`src/rtl/taint_policy_guard.sv`:
```
module taint_policy_guard #(
  parameter int ADDR_W = 32,
  parameter int DATA_W = 32,
  parameter int REG_AW = 2
) (
  input  logic              clk,
  input  logic              rst_n,
  input  logic              cond_valid,
  input  logic              cond_tag,
  input  logic              cond_critical,
  input  logic              mem_req,
  input  logic [ADDR_W-1:0] mem_addr_tag,
  input  logic              mem_critical,
  output logic              mem_req_out,
  input  logic              cfg_we,
  input  logic [REG_AW-1:0] cfg_addr,
  input  logic [DATA_W-1:0] cfg_wdata,
  output logic [DATA_W-1:0] cfg_rdata,
  output logic              halt,
  output logic              sec_irq
);
  localparam int CNT_W   = $clog2(ADDR_W + 1);
  localparam int CNT_LSB = 8;
  localparam logic [REG_AW-1:0] OFS_CTRL = REG_AW'(0);
  localparam logic [REG_AW-1:0] OFS_STAT = REG_AW'(1);

  logic             br_en, br_crit_only, mem_en, mem_perm, mem_crit_only;
  logic [CNT_W-1:0] msb_n;
  logic             active, cause_br, cause_mem;
  logic [ADDR_W-1:0] hi_mask, chk_tag;
  logic [DATA_W-1:0] ctrl_word;

  wire ctrl_wr = cfg_we && (cfg_addr == OFS_CTRL);
  wire stat_wr = cfg_we && (cfg_addr == OFS_STAT);

  for (genvar i = 0; i < ADDR_W; i++) begin : g_mask
    assign hi_mask[i] = 32'(msb_n) > 32'(ADDR_W - 1 - i);
  end

  assign chk_tag = mem_perm ? (mem_addr_tag & hi_mask) : mem_addr_tag;

  wire br_viol  = !active && cond_valid && br_en && cond_tag &&
                  (!br_crit_only || cond_critical);
  wire mem_viol = !active && mem_req && mem_en &&
                  (!mem_crit_only || mem_critical) && (|chk_tag);

  assign mem_req_out = mem_req && !active && !mem_viol;
  assign halt        = active;
  assign sec_irq     = active;

  always_ff @(posedge clk) begin
    if (!rst_n) begin
      br_en         <= 1'b1;
      br_crit_only  <= 1'b0;
      mem_en        <= 1'b1;
      mem_perm      <= 1'b0;
      mem_crit_only <= 1'b0;
      msb_n         <= '0;
    end else if (ctrl_wr) begin
      br_en         <= cfg_wdata[0];
      br_crit_only  <= cfg_wdata[1];
      mem_en        <= cfg_wdata[2];
      mem_perm      <= cfg_wdata[3];
      mem_crit_only <= cfg_wdata[4];
      msb_n         <= cfg_wdata[CNT_LSB +: CNT_W];
    end
  end

  always_ff @(posedge clk) begin
    if (!rst_n) begin
      active    <= 1'b0;
      cause_br  <= 1'b0;
      cause_mem <= 1'b0;
    end else if (br_viol || mem_viol) begin
      active    <= 1'b1;
      cause_br  <= br_viol;
      cause_mem <= mem_viol;
    end else if (stat_wr && cfg_wdata[0]) begin
      active    <= 1'b0;
      cause_br  <= 1'b0;
      cause_mem <= 1'b0;
    end
  end

  always_comb begin
    ctrl_word = '0;
    ctrl_word[0] = br_en;
    ctrl_word[1] = br_crit_only;
    ctrl_word[2] = mem_en;
    ctrl_word[3] = mem_perm;
    ctrl_word[4] = mem_crit_only;
    ctrl_word[CNT_LSB +: CNT_W] = msb_n;
  end

  always_comb begin
    cfg_rdata = '0;
    if (cfg_addr == OFS_CTRL) cfg_rdata = ctrl_word;
    else if (cfg_addr == OFS_STAT) cfg_rdata[2:0] = {cause_mem, cause_br, active};
  end

  wire unused_wdata = ^cfg_wdata;
endmodule

```
`config.mk`:
```
export PLATFORM = sky130hd
export DESIGN_NAME = taint_policy_guard
export DESIGN_NICKNAME = d
export VERILOG_FILES = /design/src/rtl/taint_policy_guard.sv
export SDC_FILE = /design/constraint.sdc
export NUM_CORES = 1
export LEC_CHECK = 0
export ABC_AREA = 1
export CORE_UTILIZATION = 60
export CTS_CLUSTER_SIZE = 24
export DETAILED_ROUTE_END_ITERATION = 8
export DONT_BUFFER_PORTS = 1
export PLACE_DENSITY = 0.87
export SLEW_MARGIN = 25
export SYNTH_ARGS = -nofsm -noshare
export SYNTH_HDL_FRONTEND = slang
export SYNTH_SLANG_ARGS = --single-unit
export TNS_END_PERCENT = 50
```
`constraint.sdc`:
```
create_clock -name clk -period 5.4 [get_ports clk]
set_clock_uncertainty 0.2 [all_clocks]
set_input_delay 0.54 -clock clk [delete_from_list [all_inputs] [get_ports clk]]
set_output_delay 0.54 -clock clk [all_outputs]
set_load 0.01 [all_outputs]
```
Word level (Yosys, flattened, before mapping)
Cells that the tools add are included.
Widths: inputs -> output; s select.
Word-level totals
  memories kept: 0
  memory bits (read-only): 0
  bits in writable memories: 0
  input port bits: 74
  latch bits: 0
  bits in registers: 14
Cells by class
  bitwise operators: 1
  equal/unequal tests: 1
  multiply operators: 0
  multiplexer cells: 8
  $add $sub $neg: 0
  order comparisons: 32
  reduce and logical (&&, ||, !) cells: 22
  shift operators: 0
  divide/modulo/power cells: 0
Operators by type and width (count)
  $gt 6x5->1 const B: 16
  $gt 6x4->1 const B: 8
  $and 32x32->32: 1
  $mux 32: 1
  $reduce_or 32->1: 1
  $gt 6x3->1 const B: 4
  $gt 6x1->1 const B: 2
  $gt 6x2->1 const B: 2
  $logic_and 1x1->1: 12
  $mux 11: 1
  $mux 3: 2
  $logic_not 1->1: 4
  $mux 1: 4
  $logic_or 1x1->1: 3
  $eq 2x1->1 const B: 1
  $logic_not 2->1: 1
  $reduce_bool 2->1: 1

Longest topological paths before layout
  depth in word-level cells: 7
  depth in mapped cells: 15

Worst setup path before layout
No wires, ideal clock.
  kind: reg2out
  start point: register msb_n[1]
  end point: output mem_req_out
  buffers on the path: 1
  required time: 4.660 ns
  arrival time: 1.428 ns
  stages on the path, launching flop included: 12
  setup slack: 3.232 ns
  cell sequence: dfxtp_1 > buf_2 > nor2_1 > nand2_1 > nor2_1 > nor2_1 > nor3_2 > nand3_1 > nor2_1 > nand2_1 > nand2_2 > and3_1
Between the ends
  word-level cells in the longest chain between the ends: 7
  elaborated cells on any way between the ends: 38
RTL lines
  start: declaration: RTL line 28  | logic [CNT_W-1:0] msb_n;
  start signal: assignment: RTL line 65  | msb_n <= cfg_wdata[CNT_LSB +: CNT_W];
  $gt 6x5->1, or another cell as far along: RTL line 37  | assign hi_mask[i] = 32'(msb_n) > 32'(ADDR_W - 1 - i);
  $and 32x32->32 (*): RTL line 40  | assign chk_tag = mem_perm ? (mem_addr_tag & hi_mask) : mem_addr_tag;
  $mux 32 (*): RTL line 40
  $reduce_or 32->1 (*): RTL line 45  | (!mem_crit_only || mem_critical) && (|chk_tag);
  $logic_and 1x1->1 (*): RTL line 45
  $logic_not 1->1 (*): RTL line 47  | assign mem_req_out = mem_req && !active && !mem_viol;
  $logic_and 1x1->1 (*): RTL line 47
  end: declaration: RTL line 14  | output logic mem_req_out,
Mark *: on every way between the ends. The rest lies on a longest branch, timed or not.

Final worst setup path
  start point: register mem_perm
  end point: output mem_req_out
Between the ends
  word-level cells in the longest chain between the ends: 5
RTL lines
  start: declaration: RTL line 27  | logic br_en, br_crit_only, mem_en, mem_perm, mem_crit_only;
  start signal: assignment: RTL line 63  | mem_perm <= cfg_wdata[3];
  $mux 32: RTL line 40
  $reduce_or 32->1: RTL line 45
  $logic_and 1x1->1: RTL line 45
  $logic_not 1->1: RTL line 47
  $logic_and 1x1->1: RTL line 47
Every way passes these cells.

==> impl_metrics.yaml <==
setup_path:
  r2r_setup_slack_ns: 3.25
  reg2regPathDepth: 13
  timing.rr.end: "halt"
  critical_path_peak_fanout: 15
  cp-end-kind: "output port"
  worstPathRequired_ns: 4.66
  cpMaxStageDelayCell: "dfxtp_1"
  rr_startpoint: "mem_perm"
  critical_path_buf_inv_count: 0
  crit_family: "simple AND/OR/NAND/NOR gates"
  crit_type: "reg2out"
  start_kind: "flip-flop"
  arrival_ns: 2.09
  crit_chain: "nand2_1 -> nor2_2 -> nor2_1 -> o21ai_1 -> nand3_1 -> nor2_1 -> nand2_1 -> nor2_1 -> nand2_1 -> nand2_2 -> and3_1"
  cpPeakStageDelay_ns: 0.63
sta:
  holdWs_ns: 0.170
  period_needed_ns: 2.83
  finalHoldViolCount: 0
  fin_crit_sh_pct: 52.4
  max_freq_ghz: 0.353
  finalSetupViolCount: 0
  finalSetupTns_ns: 0
  rsz0062_at_grt: "false"
  setup_slack_ns: 2.57
  slew_viol_final: 0
clock_network:
  cts_max_path_buffers: 2
  cts_made_buffers: 3
  cts_tree: "built"
  cts-hold-fix-buffers: 0
  cts_root_buf: "clkbuf_4"
  cts_resized: 0
  cts_num_sinks: 14
  clk_pin_slew_ns: 0.07
  clk_latency_ns: 0.26
  h-tree-depth: 1
  post_cts_buffers: 0
routing:
  dr.pass1.iters: 5
  via_per_inst: 5.21
  antenna_left: 0
  drt-total-wl_mm: 2.95
  initialDrtViolationCount: 38
  drc: 0
  vias: 1364
  wl_per_cell_microns: 11.3
outcome:
  status: "finished, final reports clean"
die:
  initial_core_util_pct: 66.9
  dieWidth_microns: 49.7
  fp.dieH_microns: 49.7
  dieArea_sq_um: 2470
  core_area_sq_um: 2040
  num_rows: 16
  ios: 109
cells_and_area:
  diodes: 0
  area_delta_synth_final_pct: -4.21
  drive_above_1_share_pct: 7.66
  fill_cells: 205
  nNetsFinal: 311
min_path:
  min_to: "mem_en"
  holdPathStages: 1
  hold_start: "rst_n"
  hold_path_class: "in2reg"
yosys:
  synth.distinct_cells: 25
  ys_top_cells_by_area: "dfxtp_1 (21%), nand2_1 (16%), buf_4 (13%)"
  yosysMostFrequentCell: "nand2_1"
  ys_async_sr_fraction_pct: 0
  yosys_warnings: 0
  ys_ff_latch: 14
  synthCells: 239
  syn_avg_cell_area_sq_um: 5.72
  synth_common_cells: "nand2_1 (59), nor2_1 (32), inv_1 (25)"
  synth_seq_area_share_pct: 20.5
  synth_largest_area_cell: "dfxtp_1"
  synth_ff_type: "dfxtp_1"
  synth_area_sq_um: 1370
  synth_top_area_share_pct: 20.5
  synth_edf_count: 0
grt:
  grtUsageTotal_pct: 24.5
  grt_antenna_before_repair: 0
  grt_pass1_vias: 1155
  grt_max_degree: 19
  grt-ovfl-total: 0
  grt_pass1_wl_mm: 4.84
place:
  place_ws_ns: 2.88
  place_congestion: 0.928
  dp_hpwl_mm: 2.42
  portBuffers: 0
flow_run:
  max-cap-violations: 0
power:
  power_mw: 0.235
  power_density_nw_per_um2: 180
  ir_worst_vdd_mv: 0.175
  leakage_nw: 0.628
[worst max-delay path by stage]
stage                  endpoint  slack, ns     start  depth (start not counted)
finish              mem_req_out       2.57  mem_perm                         11
floorplan           mem_req_out       3.23  msb_n[1]                         11
CTS                 mem_req_out       2.57  mem_perm                         11
global placement    mem_req_out       2.88  mem_perm                         11
global route        mem_req_out       2.30  mem_perm                         11
detailed placement  mem_req_out       2.88  mem_perm                         11
[placed cells by master (no fill, tap or decap)]
| cell type | n |
|---|---|
| nand2_1 | 59 |
| nor2_1 | 32 |
| inv_1 | 25 |
| conb_1 | 21 |
| o21ai_0 | 20 |
| nand3_1 | 17 |
| dfxtp_1 | 14 |
| a21oi_1 | 12 |
| inv_2 | 5 |
| nor2_2 | 4 |
| o211ai_1 | 4 |
| nand4_1 | 3 |
| o21ai_1 | 3 |
| clkbuf_4 | 3 |
| nor2_4 | 2 |
| nand2_2 | 2 |
| and3_1 | 2 |
| o22ai_1 | 2 |
| a21boi_0 | 1 |
| nand3_2 | 1 |
| nor3_2 | 1 |
| o211a_1 | 1 |
| o31ai_1 | 1 |
[state kept, by name, indices dropped and copies added (netlist names)]
name           cells
cause_br           1
halt               1
msb_n              6
br_en              1
cause_mem          1
mem_en             1
mem_crit_only      1
mem_perm           1
br_crit_only       1
[metal layers]
layer | GRT usage [%] | vias up | wire length (microns)
met4 | 6.19 | 0 | 9
met2 | 39.0 | 81 | 1290
met5 | 0 | - | 0
met3 | 3.70 | 2 | 334
li1 | - | 716 | -
met1 | 34.2 | 565 | 1310
[power breakdown]
group	switching, mW	internal (mW)	total, mW
Combinational	0.0431	0.0199	0.0630
Clock	0.0282	0.0257	0.0540
Sequential	0.00887	0.110	0.118
Total	0.0802	0.155	0.235
[worst register-to-register path, stage by stage (launching register included)]
cell,delay [ns]
dfxtp_1,0.63
nand2_1,0.19
nor2_2,0.19
nor2_1,0.06
o21ai_1,0.07
nand3_1,0.08
nor2_1,0.11
nand2_1,0.06
nor2_1,0.08
nand2_1,0.07
nand2_2,0.09
nand2_1,0.05
o21ai_1,0.13
inv_1,0.05
[cell families (layout without fill, tap and decap cells)]
kind of cell	after synthesis	count (layout)	synth area share (%)
other	1	21	0.274
AO/OA/AOI/OAI	44	44	17.8
AND/OR/NAND/NOR	123	123	39.4
buffers and inverters	57	33	22.1
flip-flops	14	14	20.5
[cell type report]
type / count / area (sq um) / share of cell area [%]
multi-input cells: 188 / 860 / 65.7
flip-flops and latches: 14 / 280 / 21.4
inverters: 30 / 113 / 8.60
well taps: 27 / 33.8 / 2.58
clock buffers: 3 / 22.5 / 1.72
[metrics by stage]
stage               utilization (%)  cells  cell area [sq um]
finish                         64.1    262               1310
global route                   64.1    262               1310
CTS                            64.1    262               1310
detailed placement             63.0    259               1290
global placement               63.0    259               1290
floorplan                         -    259               1440
Note: power is estimated with default switching activity, not from simulation.
